===== src/rtl/mfr_pkg.sv =====
package mfr_pkg;

    typedef enum logic [2:0] {
        SL_PAY   = 3'd0,
        SL_ONE   = 3'd1,
        SL_ZERO  = 3'd2,
        SL_LINK  = 3'd3,
        SL_ALARM = 3'd4,
        SL_CRC   = 3'd5
    } slot_e;

endpackage


===== src/rtl/mfr_slot_counter.sv =====
module mfr_slot_counter #(
    parameter int FRAME_LEN = 789,
    parameter int FRAMES    = 4,
    localparam int POS_W    = $clog2(FRAME_LEN),
    localparam int FRM_W    = $clog2(FRAMES)
) (
    input  logic             clk,
    input  logic             rst_n,
    input  logic             step,
    output logic [POS_W-1:0] pos,
    output logic [FRM_W-1:0] frm
);

    typedef struct packed {
        logic [POS_W-1:0] pos;
        logic [FRM_W-1:0] frm;
    } cnt_t;

    cnt_t cnt_d, cnt_q;

    always_comb begin
        cnt_d = cnt_q;
        if (step) begin
            if (cnt_q.pos == POS_W'(FRAME_LEN - 1)) begin
                cnt_d.pos = '0;
                if (cnt_q.frm == FRM_W'(FRAMES - 1)) begin
                    cnt_d.frm = '0;
                end else begin
                    cnt_d.frm = cnt_q.frm + 1'b1;
                end
            end else begin
                cnt_d.pos = cnt_q.pos + 1'b1;
            end
        end
    end

    always_ff @(posedge clk or negedge rst_n) begin
        if (!rst_n) begin
            cnt_q <= '0;
        end else begin
            cnt_q <= cnt_d;
        end
    end

    assign pos = cnt_q.pos;
    assign frm = cnt_q.frm;

endmodule


===== src/rtl/mfr_slot_decode.sv =====
module mfr_slot_decode
    import mfr_pkg::*;
#(
    parameter int FRAME_LEN = 789,
    parameter int OH_LEN    = 5,
    parameter int FRAMES    = 4,
    localparam int PAY_LEN  = FRAME_LEN - OH_LEN,
    localparam int POS_W    = $clog2(FRAME_LEN),
    localparam int FRM_W    = $clog2(FRAMES)
) (
    input  logic [POS_W-1:0] pos,
    input  logic [FRM_W-1:0] frm,
    output slot_e            kind,
    output logic             span_first,
    output logic             span_last
);

    logic [POS_W-1:0] rel;

    assign rel        = pos - POS_W'(PAY_LEN);
    assign span_first = (pos == '0) && (frm == '0);
    assign span_last  = (pos == POS_W'(PAY_LEN - 1)) && (frm == FRM_W'(FRAMES - 1));

    always_comb begin
        kind = SL_PAY;
        if (pos >= POS_W'(PAY_LEN)) begin
            if (frm == FRM_W'(0)) begin
                if (rel == POS_W'(0) || rel == POS_W'(1)) begin
                    kind = SL_ONE;
                end else if (rel == POS_W'(4)) begin
                    kind = SL_LINK;
                end else begin
                    kind = SL_ZERO;
                end
            end else if (frm == FRM_W'(1)) begin
                if (rel == POS_W'(0) || rel == POS_W'(2)) begin
                    kind = SL_ONE;
                end else begin
                    kind = SL_ZERO;
                end
            end else if (frm == FRM_W'(2)) begin
                if (rel == POS_W'(3)) begin
                    kind = SL_ALARM;
                end else if (rel == POS_W'(4)) begin
                    kind = SL_LINK;
                end else begin
                    kind = SL_ONE;
                end
            end else begin
                kind = SL_CRC;
            end
        end
    end

endmodule


===== src/rtl/mfr_crc_gen.sv =====
module mfr_crc_gen #(
    parameter int               CRC_W    = 5,
    parameter logic [CRC_W-1:0] CRC_POLY = 5'h15
) (
    input  logic clk,
    input  logic rst_n,
    input  logic step,
    input  logic clear,
    input  logic din,
    input  logic latch,
    input  logic shift,
    output logic msb
);

    typedef struct packed {
        logic [CRC_W-1:0] acc;
        logic [CRC_W-1:0] rem;
    } crc_t;

    crc_t             crc_d, crc_q;
    logic [CRC_W-1:0] base;
    logic [CRC_W-1:0] nxt;
    logic             fb;

    always_comb begin
        base  = clear ? '0 : crc_q.acc;
        fb    = din ^ base[CRC_W-1];
        nxt   = {base[CRC_W-2:0], 1'b0} ^ (fb ? CRC_POLY : '0);
        crc_d = crc_q;
        if (step) begin
            crc_d.acc = nxt;
            if (latch) begin
                crc_d.rem = nxt;
            end else if (shift) begin
                crc_d.rem = {crc_q.rem[CRC_W-2:0], 1'b0};
            end
        end
    end

    always_ff @(posedge clk or negedge rst_n) begin
        if (!rst_n) begin
            crc_q <= '0;
        end else begin
            crc_q <= crc_d;
        end
    end

    assign msb = crc_q.rem[CRC_W-1];

endmodule


===== src/rtl/mfr_tx_framer.sv =====
module mfr_tx_framer
    import mfr_pkg::*;
#(
    parameter int               FRAME_LEN = 789,
    parameter int               OH_LEN    = 5,
    parameter int               FRAMES    = 4,
    parameter int               CRC_W     = 5,
    parameter logic [CRC_W-1:0] CRC_POLY  = 5'h15,
    localparam int              POS_W     = $clog2(FRAME_LEN),
    localparam int              FRM_W     = $clog2(FRAMES)
) (
    input  logic             clk,
    input  logic             rst_n,
    input  logic             bit_en,
    input  logic             pay_bit,
    input  logic             link_bit,
    input  logic             alarm_req,
    output logic             line_bit,
    output logic             pay_req,
    output logic             frame_start,
    output logic             mframe_start,
    output logic [FRM_W-1:0] frame_idx
);

    logic [POS_W-1:0] pos;
    logic [FRM_W-1:0] frm;
    slot_e            kind;
    logic             span_first;
    logic             span_last;
    logic             crc_msb;
    logic             slot_bit;
    logic             line_d, line_q;

    mfr_slot_counter #(
        .FRAME_LEN(FRAME_LEN),
        .FRAMES   (FRAMES)
    ) cnt_i (
        .clk  (clk),
        .rst_n(rst_n),
        .step (bit_en),
        .pos  (pos),
        .frm  (frm)
    );

    mfr_slot_decode #(
        .FRAME_LEN(FRAME_LEN),
        .OH_LEN   (OH_LEN),
        .FRAMES   (FRAMES)
    ) dec_i (
        .pos       (pos),
        .frm       (frm),
        .kind      (kind),
        .span_first(span_first),
        .span_last (span_last)
    );

    always_comb begin
        unique case (kind)
            SL_PAY:   slot_bit = pay_bit;
            SL_ONE:   slot_bit = 1'b1;
            SL_ZERO:  slot_bit = 1'b0;
            SL_LINK:  slot_bit = link_bit;
            SL_ALARM: slot_bit = alarm_req;
            SL_CRC:   slot_bit = crc_msb;
            default:  slot_bit = 1'b1;
        endcase
    end

    mfr_crc_gen #(
        .CRC_W   (CRC_W),
        .CRC_POLY(CRC_POLY)
    ) crc_i (
        .clk  (clk),
        .rst_n(rst_n),
        .step (bit_en),
        .clear(span_first),
        .din  (slot_bit),
        .latch(span_last),
        .shift(kind == SL_CRC),
        .msb  (crc_msb)
    );

    always_comb begin
        line_d = line_q;
        if (bit_en) begin
            line_d = slot_bit;
        end
    end

    always_ff @(posedge clk or negedge rst_n) begin
        if (!rst_n) begin
            line_q <= 1'b0;
        end else begin
            line_q <= line_d;
        end
    end

    assign line_bit     = line_q;
    assign pay_req      = (kind == SL_PAY);
    assign frame_start  = (pos == '0);
    assign mframe_start = span_first;
    assign frame_idx    = frm;

endmodule


===== config.mk =====
export PLATFORM = sky130hd
export DESIGN_NAME = mfr_tx_framer
export DESIGN_NICKNAME = d
export VERILOG_FILES = /design/src/rtl/mfr_pkg.sv /design/src/rtl/mfr_slot_counter.sv /design/src/rtl/mfr_slot_decode.sv /design/src/rtl/mfr_crc_gen.sv /design/src/rtl/mfr_tx_framer.sv
export SDC_FILE = /design/constraint.sdc
export NUM_CORES = 1
export LEC_CHECK = 0
export ABC_AREA = 1
export BUFFER_PORTS_ARGS = -buffer_cell sky130_fd_sc_hd__buf_2
export CORE_MARGIN = 3
export CORE_UTILIZATION = 30
export DETAILED_ROUTE_END_ITERATION = 12
export SYNTH_ARGS = -nofsm -noshare
export SYNTH_HDL_FRONTEND = slang
export SYNTH_HIERARCHICAL = 1
export SYNTH_SLANG_ARGS = --single-unit

===== constraint.sdc =====
create_clock -name clk -period 2.5 [get_ports clk]
set_clock_uncertainty 0.15 [all_clocks]
set_input_delay 0.5 -clock clk [delete_from_list [all_inputs] [get_ports clk]]
set_output_delay 0.5 -clock clk [all_outputs]
set_load 0.05 [all_outputs]

=== After elaboration in Yosys (flattened, before gate mapping) ===
Cells that the tools add are included.

* Bits in registers: 23
* Input port bits: 6

* Add/subtract/negate cells: 3
* Magnitude comparators: 1
* Eq/ne operators: 13
* Mux-type cells: 16
* Bitwise gates (word level): 2
* Reductions and logical operators: 11

{| class="wikitable"
|+ Operator list
! operator !! count
|-
| 10-bit == test, second input constant || 2
|-
| 10-bit by 2-bit == test with 1-bit output, second input constant || 2
|-
| 10-bit zero test || 2
|-
| 5-bit two-way mux || 4
|-
| 3-bit two-way mux || 6
|-
| 10-bit by 1-bit adder with 10-bit output, second input constant || 1
|-
| 10-bit by 1-bit == test with 1-bit output, second input constant || 1
|-
| 10-bit by 3-bit == test with 1-bit output, second input constant || 1
|-
| 10-bit greater-or-equal comparator, second input constant || 1
|-
| 10-bit two-way mux || 1
|-
| 10-bit subtractor, second input constant || 1
|-
| 3-bit by 2-bit == test with 1-bit output, second input constant || 2
|-
| 3-bit == test, second input constant || 2
|-
| 2-bit two-way mux || 3
|-
| 1-bit one-hot mux with 5 select lines || 1
|-
| 5-bit XOR || 1
|-
| 2-bit == test, second input constant || 2
|-
| 2-bit AND reduction || 2
|-
| 3-bit zero test || 1
|-
| 2-bit by 1-bit adder with 2-bit output, second input constant || 1
|-
| 2-bit by 1-bit == test with 1-bit output, second input constant || 1
|-
| 1-bit logical AND || 2
|-
| 2-bit zero test || 1
|-
| 1-bit logical OR || 2
|-
| 3 further kinds || 3
|}

=== Longest topological paths before layout ===
Gate-level depths: netlist of the first run.

* Word-level depth: 14
* Gate-level depth with buffers: 20

=== By module ===
The synthesis of the first run kept the hierarchy.

{| class="wikitable"
|+ By module, submodules not included
! module !! times used !! cells each !! area an instance (um2) !! seq. area each (um2)
|-
| mfr_slot_counter || 1 || 98 || 749.5 || 300.3
|-
| mfr_crc_gen || 1 || 67 || 529.3 || 250.2
|-
| mfr_slot_decode || 1 || 46 || 215.2 || 0.0
|-
| mfr_tx_framer || 1 || 31 || 172.7 || 25.0
|}

=== Worst setup path after synthesis of the first run ===
Ideal clock, no wire load.

* Path type: register to register
* Start point: register cnt_i.cnt_q (netlist bit cnt_i/frm[1])
* End point: register crc_i/crc_q[2] (netlist name)
* Library setup time: 0.116 ns
* Arrival time: 3.376 ns
* Data required time: 2.234 ns
* Path slack: -1.142 ns
* Stages on the path, launching flop included: 12
* Buffers on the path: 0
* Clock period less this slack: 3.642 ns
* Cell sequence: dfrtp_1 > inv_1 > nand2_1 > or2_2 > nor4_1 > inv_2 > nand2_1 > nand2_1 > nand3_1 > nand3_1 > nand2_1 > nand2_1

{| class="wikitable"
|+ RTL lines
! what !! RTL line !! text
|-
| start: declaration || mfr_slot_counter.sv:19 || <nowiki>cnt_t cnt_d, cnt_q;</nowiki>
|-
| start signal: assignment || mfr_slot_counter.sv:41 || <nowiki>cnt_q <= cnt_d;</nowiki>
|-
| 2-bit zero test * || mfr_slot_decode.sv:21 || <nowiki>assign span_first = (pos == '0) && (frm == '0);</nowiki>
|-
| 1-bit logical AND * || mfr_slot_decode.sv:21 ||
|-
| net mframe_start || mfr_tx_framer.sv:21 || <nowiki>output logic mframe_start,</nowiki>
|-
| 5-bit two-way mux * || mfr_crc_gen.sv:26 || <nowiki>base = clear ? '0 : crc_q.acc;</nowiki>
|-
| 1-bit XOR || mfr_crc_gen.sv:27 || <nowiki>fb = din ^ base[CRC_W-1];</nowiki>
|-
| 5-bit two-way mux || mfr_crc_gen.sv:28 || <nowiki>nxt = {base[CRC_W-2:0], 1'b0} ^ (fb ? CRC_POLY : '0);</nowiki>
|-
| 5-bit XOR * || mfr_crc_gen.sv:28 ||
|-
| 5-bit two-way mux * || mfr_crc_gen.sv:32 || <nowiki>if (latch) begin</nowiki>
|-
| end signal: assignment || mfr_crc_gen.sv:44 || <nowiki>crc_q <= crc_d;</nowiki>
|-
| end: declaration || mfr_crc_gen.sv:20 || <nowiki>crc_t crc_d, crc_q;</nowiki>
|}

The timed path passes the listed nets; every way through them passes the cells marked *.
A chain may end at the register's enable or synchronous reset.

=== Worst setup path after layout of the first run ===
* Start point: register cnt_i.cnt_q (netlist bit cnt_i/pos[5])
* End point: output pay_req

{| class="wikitable"
|+ RTL lines
! what !! RTL line !! text
|-
| 10-bit subtractor || mfr_slot_decode.sv:20 || <nowiki>assign rel = pos - POS_W'(PAY_LEN);</nowiki>
|-
| 10-bit by 2-bit == test with 1-bit output (tied with other cells) || mfr_slot_decode.sv:42 || <nowiki>if (rel == POS_W'(3)) begin</nowiki>
|-
| 3-bit two-way mux / 1-bit logical OR (equally long branches) || mfr_slot_decode.sv:42, mfr_slot_decode.sv:36 ||
|-
| 3-bit two-way mux / 2-bit two-way mux (equally long branches) || mfr_slot_decode.sv:41, mfr_slot_decode.sv:36 ||
|-
| 3-bit two-way mux || mfr_slot_decode.sv:35 || <nowiki>end else if (frm == FRM_W'(1)) begin</nowiki>
|-
| 3-bit two-way mux || mfr_slot_decode.sv:27 || <nowiki>if (frm == FRM_W'(0)) begin</nowiki>
|-
| 3-bit two-way mux * || mfr_slot_decode.sv:26 || <nowiki>if (pos >= POS_W'(PAY_LEN)) begin</nowiki>
|-
| net kind[0] || mfr_tx_framer.sv:27 || <nowiki>slot_e kind;</nowiki>
|-
| 3-bit zero test * || mfr_tx_framer.sv:99 || <nowiki>assign pay_req = (kind == SL_PAY);</nowiki>
|-
| end: declaration || mfr_tx_framer.sv:19 || <nowiki>output logic pay_req,</nowiki>
|}

Marked as above.

==> impl_metrics.env, run 1 <==
export IMPL_clock_sinks=23
export IMPL_die_h_um=80.5
export IMPL_syn_instance_count=242
export IMPL_switching_share_pct=46.6
export IMPL_drc=0
export IMPL_hold_ws_ns=0.0595
export IMPL_numPortBuffers=11
export IMPL_met2_usage_pct=20.7
export IMPL_rows=26
export IMPL_arrival_ns=1.84
export IMPL_start_util_pct=31.8
export IMPL_core_area_sq_um=5240
export IMPL_place_congestion=0.828
export IMPL_use_met3_pct=0.673
export IMPL_status="complete, no violations"
export IMPL_num_antenna_cells=0
export IMPL_syn_avg_cell_area_sq_um=6.89
export IMPL_ant_nets=0
export IMPL_areaGrowthSynthToFinish_pct=23.6
export IMPL_hold_path_class="input pin to asynchronous set/reset pin"
export IMPL_fmax_ghz=0.402
export IMPL_clk_pin_slew_ns=0.09
export IMPL_finalPower_mw=1.79
export IMPL_synth_nets=251
export IMPL_root_buffer="clkbuf_8"
export IMPL_wire_per_inst_um=10.7
export IMPL_final_common_cell="nand2_1"
export IMPL_die_x_um=80.5
export IMPL_clk_latency_ns=0.27
export IMPL_vias=1557
export IMPL_via_per_inst=4.53
export IMPL_switchingPower_mw=0.832
export IMPL_worst_setup_path_start_kind="flop"
export IMPL_cap_violations=0
export IMPL_crit_type="flop to primary output"
export IMPL_hold_violations=0
export IMPL_combPwrFrac_pct=54.7
export IMPL_synth_seq_area_share_pct=34.5
export IMPL_firstDrtPassIters=4
export IMPL_tns_ns=0
export IMPL_drt_iter0_markers=108
export IMPL_drt_total_wl_um=3690
export IMPL_seqPwrFrac_pct=32.0
export IMPL_ir_drop_v=0.000326
export IMPL_p_leak_nw=1.08
export IMPL_place_detailed_hpwl_um=2720
export IMPL_power_density_nw_per_um2=868
export IMPL_synth_cell_types=31
export IMPL_placed_area_sq_um=1890
export IMPL_fin_nets=284
export IMPL_relSlewSlack_pct=63.1
export IMPL_setup_viol=0
export IMPL_cellInternalPower_mw=0.956
export IMPL_rsz0062_at_grt="yes"
export IMPL_ys_ff_latch=23
export IMPL_ios=12
export IMPL_pwr_share_clk_pct=13.4
export IMPL_met1_usage_pct=17.5
export IMPL_final_cell_mix="56 x nand2_1, 43 x inv_1, 25 x nor2_1"
export IMPL_period_minus_slack_ns=2.49
export IMPL_fillers=552
export IMPL_syn_area_sq_um=1670
export IMPL_track_usage_pct=12.6
export IMPL_grt_pass1_vias=1444
export IMPL_cts_tree="built"
export IMPL_yosys_warnings=6
export IMPL_clockBufferDepth=2
export IMPL_worstMarginPinSlew_ns=0.553
export IMPL_drv_slew=0
export IMPL_timing_final_crit_share_pct=99.5
export IMPL_cts_buffers_inserted=3
export IMPL_fin_area_sq_um=2060
export IMPL_end_kind="primary output"
export IMPL_grt_antenna_before_repair=0
export IMPL_grt_overflow_total=0
export IMPL_fp_dieArea_sq_um=6490
export IMPL_grt_max_degree=24
export IMPL_top_usage_layer="met2"
export IMPL_drive_gt1_share_pct=28.1
export IMPL_crit_fanout=4
export IMPL_required_ns=1.85
export IMPL_grt_first_pass_wirelength_um=6560
export IMPL_htree_levels=1
## critical path, stage by stage, from the launching register on
cell and delay (ns):
dfrtp_1 0.42, nor2_2 0.17, nand3_2 0.13, nand2_4 0.11, nand3_2 0.09, nand2_1 0.06
inv_1 0.03, nor2_1 0.09, nor2_1 0.06, inv_1 0.08, nand2_2 0.08, nor2_4 0.09
buf_6 0.16
## registers in the layout (all words and copies together), names as in the netlist
name,flops
crc_i/crc_q,9
crc_i/msb,1
cnt_i/pos,10
cnt_i/frm,2
line_bit,1
## layer usage
layer	up-vias	wire, um
met4	0	55
li1	817	-
met3	4	60
met5	-	0
met2	20	1690
met1	716	1890
## cells by family after synthesis
group	Yosys count	synth area share, %
xor+xnor	6	3.15
buf+inv	50	12.4
compound gates	18	7.36
simple gates	142	40.3
fa+ha+maj	3	2.25
flops	23	34.5
## power by group through the flow
stage                     logic, mW  clock network (mW)  registers [mW]
after floorplan               0.563                   0           0.636
after global placement        0.856                   0           0.567
after detailed placement      0.872                   0           0.570
after CTS                     0.959               0.251           0.568
after global routing           1.10               0.266           0.588
final                         0.977               0.239           0.571
## cell usage after synthesis
cell	count	area share (%)
nor2_1	28	6.3
a21boi_1	1	0.45
nand2_1	60	14
o21ai_0	3	0.90
o21ai_4	1	0.98
dfrtp_1	23	35
a21oi_1	4	1.2
a21oi_2	1	0.53
xor2_1	5	2.6
and2b_1	1	0.45
or2_2	3	1.1
nand4_1	4	1.5
nand2_2	3	1.1
nor3_1	2	0.60
buf_6	2	1.4
nand3b_1	1	0.45
nand4_2	1	0.75
or2_1	2	0.75
inv_1	43	9.7
nor4_2	1	0.75
o21ai_1	6	1.8
nand3_2	3	1.8
ha_1	3	2.3
o211ai_2	2	1.5
inv_2	4	0.90
nor2_4	2	1.4
nor4_1	2	0.75
nor2_2	5	1.9
buf_4	1	0.45
nand3_1	24	7.2
xnor2_1	1	0.53
## cell type report
cell class              count  area (sq um)  area share, %
flip-flops and latches     23           579           28.1
well taps                  70          87.6           4.25
inverters                  47           176           8.57
clock buffers               3          41.3           2.00
repair buffers             31           211           10.3
multi-input cells         169           958           46.5
clock inverters             1          5.00          0.243
## repair_timing
action / 4_1_cts / 5_1_grt
hold buffers: 0 / 0
pin swaps: 11 / 2
endpoints found under the setup margin: 5 / 9
setup buffers: 8 / 0
resized for setup: 15 / 5
endpoints found under the hold margin: 0 / 0
## worst paths after layout
kind | from | endpoint | slack (ns) | depth (start not counted)
max | cnt_i/pos[5] | pay_req | 0.01 | 12
max in group asynchronous | rst_n | cnt_i/pos[0] | 1.74 | 1
min in group clk | line_bit | line_bit | 0.34 | 2
max reg2reg | cnt_i/pos[5] | crc_i/crc_q[7] | 0.05 | 17
min reg2reg | line_bit | line_bit | 0.34 | 2
min | rst_n | cnt_i/pos[7] | 0.06 | 1
## metrics by stage
| step | instances | utilization (%) | setup WS [ns] |
|---|---|---|---|
| 4_1_cts | 344 | 39.1 | 0.000830 |
| 3_3_place_gp | 332 | 36.1 | -0.00254 |
| 5_1_grt | 344 | 39.3 | -0.147 |
| 6_report | 344 | 39.3 | 0.0122 |
| 2_1_floorplan | 242 | - | 0.0178 |
| 3_5_place_dp | 332 | 36.1 | -0.0616 |
No activity file was read; power rests on OpenSTA's default activity.
==> inputs of run 2 (changes only) <==
--- a/config.mk
+++ b/config.mk
@@ -8,8 +8,9 @@
 export ABC_AREA = 1
 export BUFFER_PORTS_ARGS = -buffer_cell sky130_fd_sc_hd__buf_2
 export CORE_MARGIN = 3
-export CORE_UTILIZATION = 30
+export CORE_UTILIZATION = 45
 export DETAILED_ROUTE_END_ITERATION = 12
+export GPL_ROUTABILITY_DRIVEN = 0
 export SYNTH_ARGS = -nofsm -noshare
 export SYNTH_HDL_FRONTEND = slang
 export SYNTH_HIERARCHICAL = 1
==> run 2 against run 1 <==
Compared with the run above: the run now ends with negative setup slack left; total power is 5.4% higher; register-to-register slack worse by 0.04 ns; highest routed layer unchanged; worst setup slack worse by 0.035 ns; combinational power is 12% higher; global-route usage is 5.3 points higher; critical endpoint unchanged; sequential share of layout area is 0.97 points lower.
==> impl_metrics.env, run 2 (synthesis gave the netlist of run 1 again) <==
export IMPL_grt_first_pass_wirelength_um=5970
export IMPL_end_kind="primary output"
export IMPL_placed_area_sq_um=1890
export IMPL_tns_ns=-0.0229
export IMPL_fin_ws_ns=-0.0229
export IMPL_ios=12
export IMPL_die_h_um=66.9
export IMPL_seqPwrFrac_pct=29.9
export IMPL_final_cell_mix="56 x nand2_1, 40 x inv_1, 25 x buf_4, 21 x nor2_1, 21 x dfrtp_1"
export IMPL_cp_startpoint="cnt_i/pos[7]"
export IMPL_rsz0062_at_grt="yes"
export IMPL_hold_violations=0
export IMPL_cpPeakStageDelay_ns=0.43
export IMPL_hold_ws_ns=0.0638
export IMPL_via_per_inst=4.77
export IMPL_cellInternalPower_mw=1.02
export IMPL_grt_antenna_before_repair=0
export IMPL_cp_num_buf_inv=2
export IMPL_cap_violations=0
export IMPL_utilization_pct=61.8
export IMPL_fmax_ghz=0.396
export IMPL_wire_per_inst_um=11.5
export IMPL_place_detailed_hpwl_um=2700
export IMPL_drc=0
export IMPL_grt_pass1_vias=1374
export IMPL_die_x_um=66.9
export IMPL_worstRegToRegCells=17
export IMPL_required_ns=1.85
export IMPL_firstDrtPassIters=5
export IMPL_fin_nets=290
export IMPL_dpl_worst_slack_ns=0.0657
export IMPL_rr_startpoint="cnt_i/pos[3]"
export IMPL_power_density_nw_per_um2=885
export IMPL_cts_buffers_inserted=3
export IMPL_finalNonFillerCells=326
export IMPL_rows=21
export IMPL_largest_register_ffs=10
export IMPL_path_cells="nor2_4, nand2_2, nand2_2, nand2_4, nand3_2, a21oi_4, and2b_2, buf_4, nor2_4, buf_6"
export IMPL_clk_pin_slew_ns=0.08
export IMPL_worstMarginPinSlew_ns=0.557
export IMPL_drive_gt1_share_pct=33.2
export IMPL_worst_setup_path_start_kind="flop"
export IMPL_combPwrFrac_pct=57.6
export IMPL_holdBufCountCts=0
export IMPL_drv_slew=0
export IMPL_ir_drop_v=0.000425
export IMPL_switchingPower_mw=0.860
export IMPL_vias=1556
export IMPL_core_area_sq_um=3440
export IMPL_timing_final_crit_share_pct=101
export IMPL_clk_latency_ns=0.26
export IMPL_period_minus_slack_ns=2.52
export IMPL_track_usage_pct=18.0
export IMPL_setup_viol=1
export IMPL_crit_type="flop to primary output"
export IMPL_drt_iter0_markers=69
export IMPL_num_antenna_cells=0
export IMPL_numPortBuffers=11
export IMPL_relSlewSlack_pct=62.8
export IMPL_slowest_stage="dfrtp_1"
export IMPL_cts_tree="built"
export IMPL_areaGrowthSynthToFinish_pct=27.7
export IMPL_root_buffer="clkbuf_8"
export IMPL_fp_dieArea_sq_um=4470
export IMPL_start_util_pct=48.4
export IMPL_switching_share_pct=45.7
export IMPL_clockBufferDepth=2
export IMPL_ant_nets=0
export IMPL_crit_fanout=4
export IMPL_final_common_cell="nand2_1"
export IMPL_arrival_ns=1.87
export IMPL_finalPower_mw=1.88
export IMPL_grt_overflow_total=0
export IMPL_grt_max_degree=24
export IMPL_clock_sinks=23
export IMPL_status="finished, violations left"
export IMPL_fin_area_sq_um=2130
export IMPL_p_leak_nw=1.12
export IMPL_fillers=346
export IMPL_drt_total_wl_um=3760
export IMPL_violations="negative setup slack"
export IMPL_crit_family="simple AND/OR/NAND/NOR gates"
export IMPL_pwr_share_clk_pct=12.4
export IMPL_dp_cells=312
export IMPL_htree_levels=1
export IMPL_critical_path_depth=10
export IMPL_hold_path_class="input pin to asynchronous set/reset pin"
[run 2: power by group through the flow]
stage               Sequential (mW)  Clock [mW]  Combinational (mW)
CTS                           0.548       0.247               0.951
global placement              0.549           0               0.896
detailed placement            0.551           0               0.902
floorplan                     0.636           0               0.563
global route                  0.577       0.263                1.21
finish                        0.564       0.234                1.09
[run 2: cell type report]
cell class	instances	area [sq um]	share of cell area (%)
sequential	23	578	27.2
inverter	47	176	8.29
multi-input combinational	169	1010	47.3
tap	46	57.6	2.70
timing repair buffer	37	263	12.3
clock inverter	1	5.00	0.235
clock buffer	3	41.3	1.94
[run 2: routing by layer]
layer,GRT usage (%),wire length [um],part of all wire [%]
met1,25.0,1900,51
met2,28.7,1670,44
met3,3.04,181,4.8
met4,4.56,13,0.35
met5,0,0,0
[run 2: what timing repair did]
action,in CTS,in global routing
resized for setup,9,26
pin swaps,7,16
buffers inserted,4,6
endpoints found under the setup margin,1,7
[run 2: path summary, 6_finish.rpt]
kind                                  endpoint  slack (ns)
worst max-delay path                   pay_req       -0.02
worst min-delay path                  line_bit        0.06
worst max register to register  crc_i/crc_q[2]        0.01
worst min register to register        line_bit        0.34
max in group asynchronous         cnt_i/frm[1]        1.74
min in group clk                      line_bit        0.34
[run 2: worst reg2reg max path, stage by stage, from the launching register on]
cell     delay (ns)
dfrtp_1        0.40
or2_4          0.26
nor2_4         0.14
nand3_2        0.12
a21oi_4        0.19
and2b_2        0.18
buf_4          0.13
inv_2          0.03
nand2_1        0.07
nor2_2         0.04
nor2_2         0.10
nand3_2        0.11
inv_2          0.09
nand2_1        0.09
nand3_1        0.10
nand3_1        0.08
nand2_1        0.06
nand2_1        0.04
==> inputs of run 3 (changes only) <==
--- a/config.mk
+++ b/config.mk
@@ -13,5 +13,4 @@
 export GPL_ROUTABILITY_DRIVEN = 0
 export SYNTH_ARGS = -nofsm -noshare
 export SYNTH_HDL_FRONTEND = slang
-export SYNTH_HIERARCHICAL = 1
 export SYNTH_SLANG_ARGS = --single-unit
==> run 3 against run 2 <==
Compared with the run above: worst setup slack improved by 0.14 ns; global-route usage increased by 0.12 points; largest power group unchanged; the flow finishes with violations (negative hold slack); non-clock buffer count decreased by 17; critical path type unchanged.
==> impl_metrics.env, run 3 <==
export IMPL_status="finished, violations left"
export IMPL_violations="negative hold slack"
export IMPL_ys_ff_latch=23
export IMPL_hold_path_class="input pin to asynchronous set/reset pin"
export IMPL_yosys_warnings=0
export IMPL_synth_main_ff_cell="dfrtp_1"
export IMPL_grt_max_degree=24
export IMPL_fin_ws_ns=0.120
export IMPL_grt_first_pass_wirelength_um=6040
export IMPL_syn_instance_count=220
export IMPL_clockBufferDepth=2
export IMPL_drc=0
export IMPL_fp_dieArea_sq_um=4280
export IMPL_track_usage_pct=18.1
export IMPL_clk_pin_slew_ns=0.14
export IMPL_worstMarginPinSlew_ns=0.551
export IMPL_synth_edf_count=0
export IMPL_largest_register_ffs=10
export IMPL_setup_viol=0
export IMPL_rows=20
export IMPL_hold_violations=20
export IMPL_drt_iter0_markers=97
export IMPL_fmax_ghz=0.420
export IMPL_cellInternalPower_mw=0.913
export IMPL_period_minus_slack_ns=2.38
export IMPL_cts_buffers_inserted=3
export IMPL_cap_violations=0
export IMPL_p_leak_nw=0.987
export IMPL_seqPwrFrac_pct=34.0
export IMPL_timing_final_crit_share_pct=95.2
export IMPL_final_common_cell="nand2_1"
export IMPL_dpl_worst_slack_ns=0.155
export IMPL_netlist_area_leader_share_pct=36.2
export IMPL_syn_avg_cell_area_sq_um=7.23
export IMPL_clock_sinks=23
export IMPL_place_detailed_hpwl_um=2660
export IMPL_die_h_um=65.4
export IMPL_synthArstFlopShare_pct=100
export IMPL_required_ns=1.85
export IMPL_end_kind="primary output"
export IMPL_synth_seq_area_share_pct=36.2
export IMPL_synth_nets=234
export IMPL_worstRegToRegCells=16
export IMPL_grt_antenna_before_repair=0
export IMPL_root_buffer="clkbuf_4"
export IMPL_grt_pass1_vias=1356
export IMPL_synthTopCellsByArea="dfrtp_1 36%, nand2_1 13%, inv_1 8.5%"
export IMPL_final_cell_mix="50 x nand2_1, 33 x inv_1, 23 x dfrtp_1, 15 x nand3_1, 13 x nor2_1"
export IMPL_combPwrFrac_pct=56.0
export IMPL_num_antenna_cells=0
export IMPL_ant_nets=0
export IMPL_ir_drop_v=0.000478
export IMPL_crit_type="flop to primary output"
export IMPL_yosysMostFrequentCell="nand2_1"
export IMPL_arrival_ns=1.73
export IMPL_drt_total_wl_um=3500
export IMPL_grt_overflow_total=0
export IMPL_synth_commonest_cells="53 x nand2_1, 36 x inv_1, 23 x dfrtp_1"
export IMPL_firstDrtPassIters=4
export IMPL_vias=1432
export IMPL_pwr_share_clk_pct=10.0
export IMPL_htree_levels=1
export IMPL_clk_latency_ns=0.32
export IMPL_worst_setup_path_start_kind="flop"
export IMPL_syn_area_sq_um=1590
export IMPL_drive_gt1_share_pct=29.6
export IMPL_switchingPower_mw=0.942
export IMPL_power_density_nw_per_um2=991
export IMPL_holdBufCountCts=0
export IMPL_via_per_inst=4.99
export IMPL_relSlewSlack_pct=63.2
export IMPL_hold_ws_ns=-0.00631
export IMPL_numPortBuffers=11
export IMPL_die_x_um=65.4
export IMPL_synth_cell_types=26
export IMPL_switching_share_pct=50.8
export IMPL_crit_fanout=5
export IMPL_wire_per_inst_um=12.2
export IMPL_cts_tree="built"
export IMPL_fin_nets=258
export IMPL_ios=12
export IMPL_core_area_sq_um=3200
export IMPL_drv_slew=0
export IMPL_areaGrowthSynthToFinish_pct=17.7
export IMPL_yosysTopAreaCell="dfrtp_1"
export IMPL_start_util_pct=49.6
[run 3: cell types whose count changed after synthesis, moves of 5 or more]
cell,change
inv_1,-7
nor2_1,-11
nand2_1,-7
nand2_2,+7
a21oi_1,+6
ha_1,+5
o21ai_0,+8
[run 3: area by class of cell]
cell class	count	area, sq um
Clock buffer	3	22.5
Inverter	42	165
Tap cell	44	55.1
Multi-Input combinational cell	154	923
Timing Repair Buffer	20	125
Fill cell	325	1330
Sequential cell	23	576
Clock inverter	1	5.00
[run 3: path summary, 6_finish.rpt]
path | end | start | slack, ns
max | mframe_start | cnt_i.pos[0] | 0.12
min reg2reg | crc_i.crc_q[7] | crc_i.crc_q[7] | 0.35
min in group clk | crc_i.crc_q[9] | bit_en | 0.31
max in group asynchronous | cnt_i.pos[9] | rst_n | 1.84
max reg2reg | crc_i.msb | cnt_i.pos[0] | 0.17
min | cnt_i.pos[0] | rst_n | -0.006
[run 3: metal layers]
layer / track usage (%) / vias to the layer above / share of wire (%)
li1: - / 745 / -
met5: 0 / - / 0
met4: 5.44 / 0 / 1.1
met2: 27.8 / 30 / 44
met3: 3.25 / 4 / 4.5
met1: 25.7 / 653 / 51
[run 3: cells by family (layout without fill, tap and decap cells)]
logic type,count (synthesis),in the layout,synth area share (%)
buffers and inverters,43,66,10.5
AND/OR/NAND/NOR,119,119,37.8
XOR/XNOR,1,1,0.551
adder cells (fa/ha/maj),8,8,6.29
AO/OA/AOI/OAI,26,26,8.73
flip-flops,23,23,36.2
[run 3: repair_timing]
item	in CTS	in global routing
setup buffers	0	5
resized for setup	1	20
pin swaps	0	1
endpoints found under the hold margin	0	0
setup endpoints to repair	1	9
[run 3: metrics by stage]
stage / power (mW) / area (sq um) / util [%] / std cells / setup TNS (ns)
floorplan: 1.35 / 1600 / - / 220 / 0
global placement: 1.52 / 1740 / 54.3 / 278 / 0
detailed placement: 1.55 / 1740 / 54.3 / 278 / 0
CTS: 1.74 / 1770 / 55.3 / 282 / 0
global route: 2.05 / 1870 / 58.4 / 287 / -0.148
finish: 1.85 / 1870 / 58.4 / 287 / 0
[run 3: worst max-delay path, cell delays in order, from the launching register on]
cell and delay (ns):
dfrtp_1 0.45, inv_2 0.09, ha_2 0.20, nand2_2 0.09, nor4_4 0.18, nand2_2 0.15, inv_4 0.07, buf_4 0.19
[run 3: power groups by stage]
stage | sequential [mW] | clock, mW | combinational [mW]
floorplan | 0.656 | 0 | 0.698
global placement | 0.628 | 0 | 0.897
detailed placement | 0.632 | 0 | 0.918
CTS | 0.625 | 0.190 | 0.921
global route | 0.648 | 0.206 | 1.19
finish | 0.630 | 0.185 | 1.04
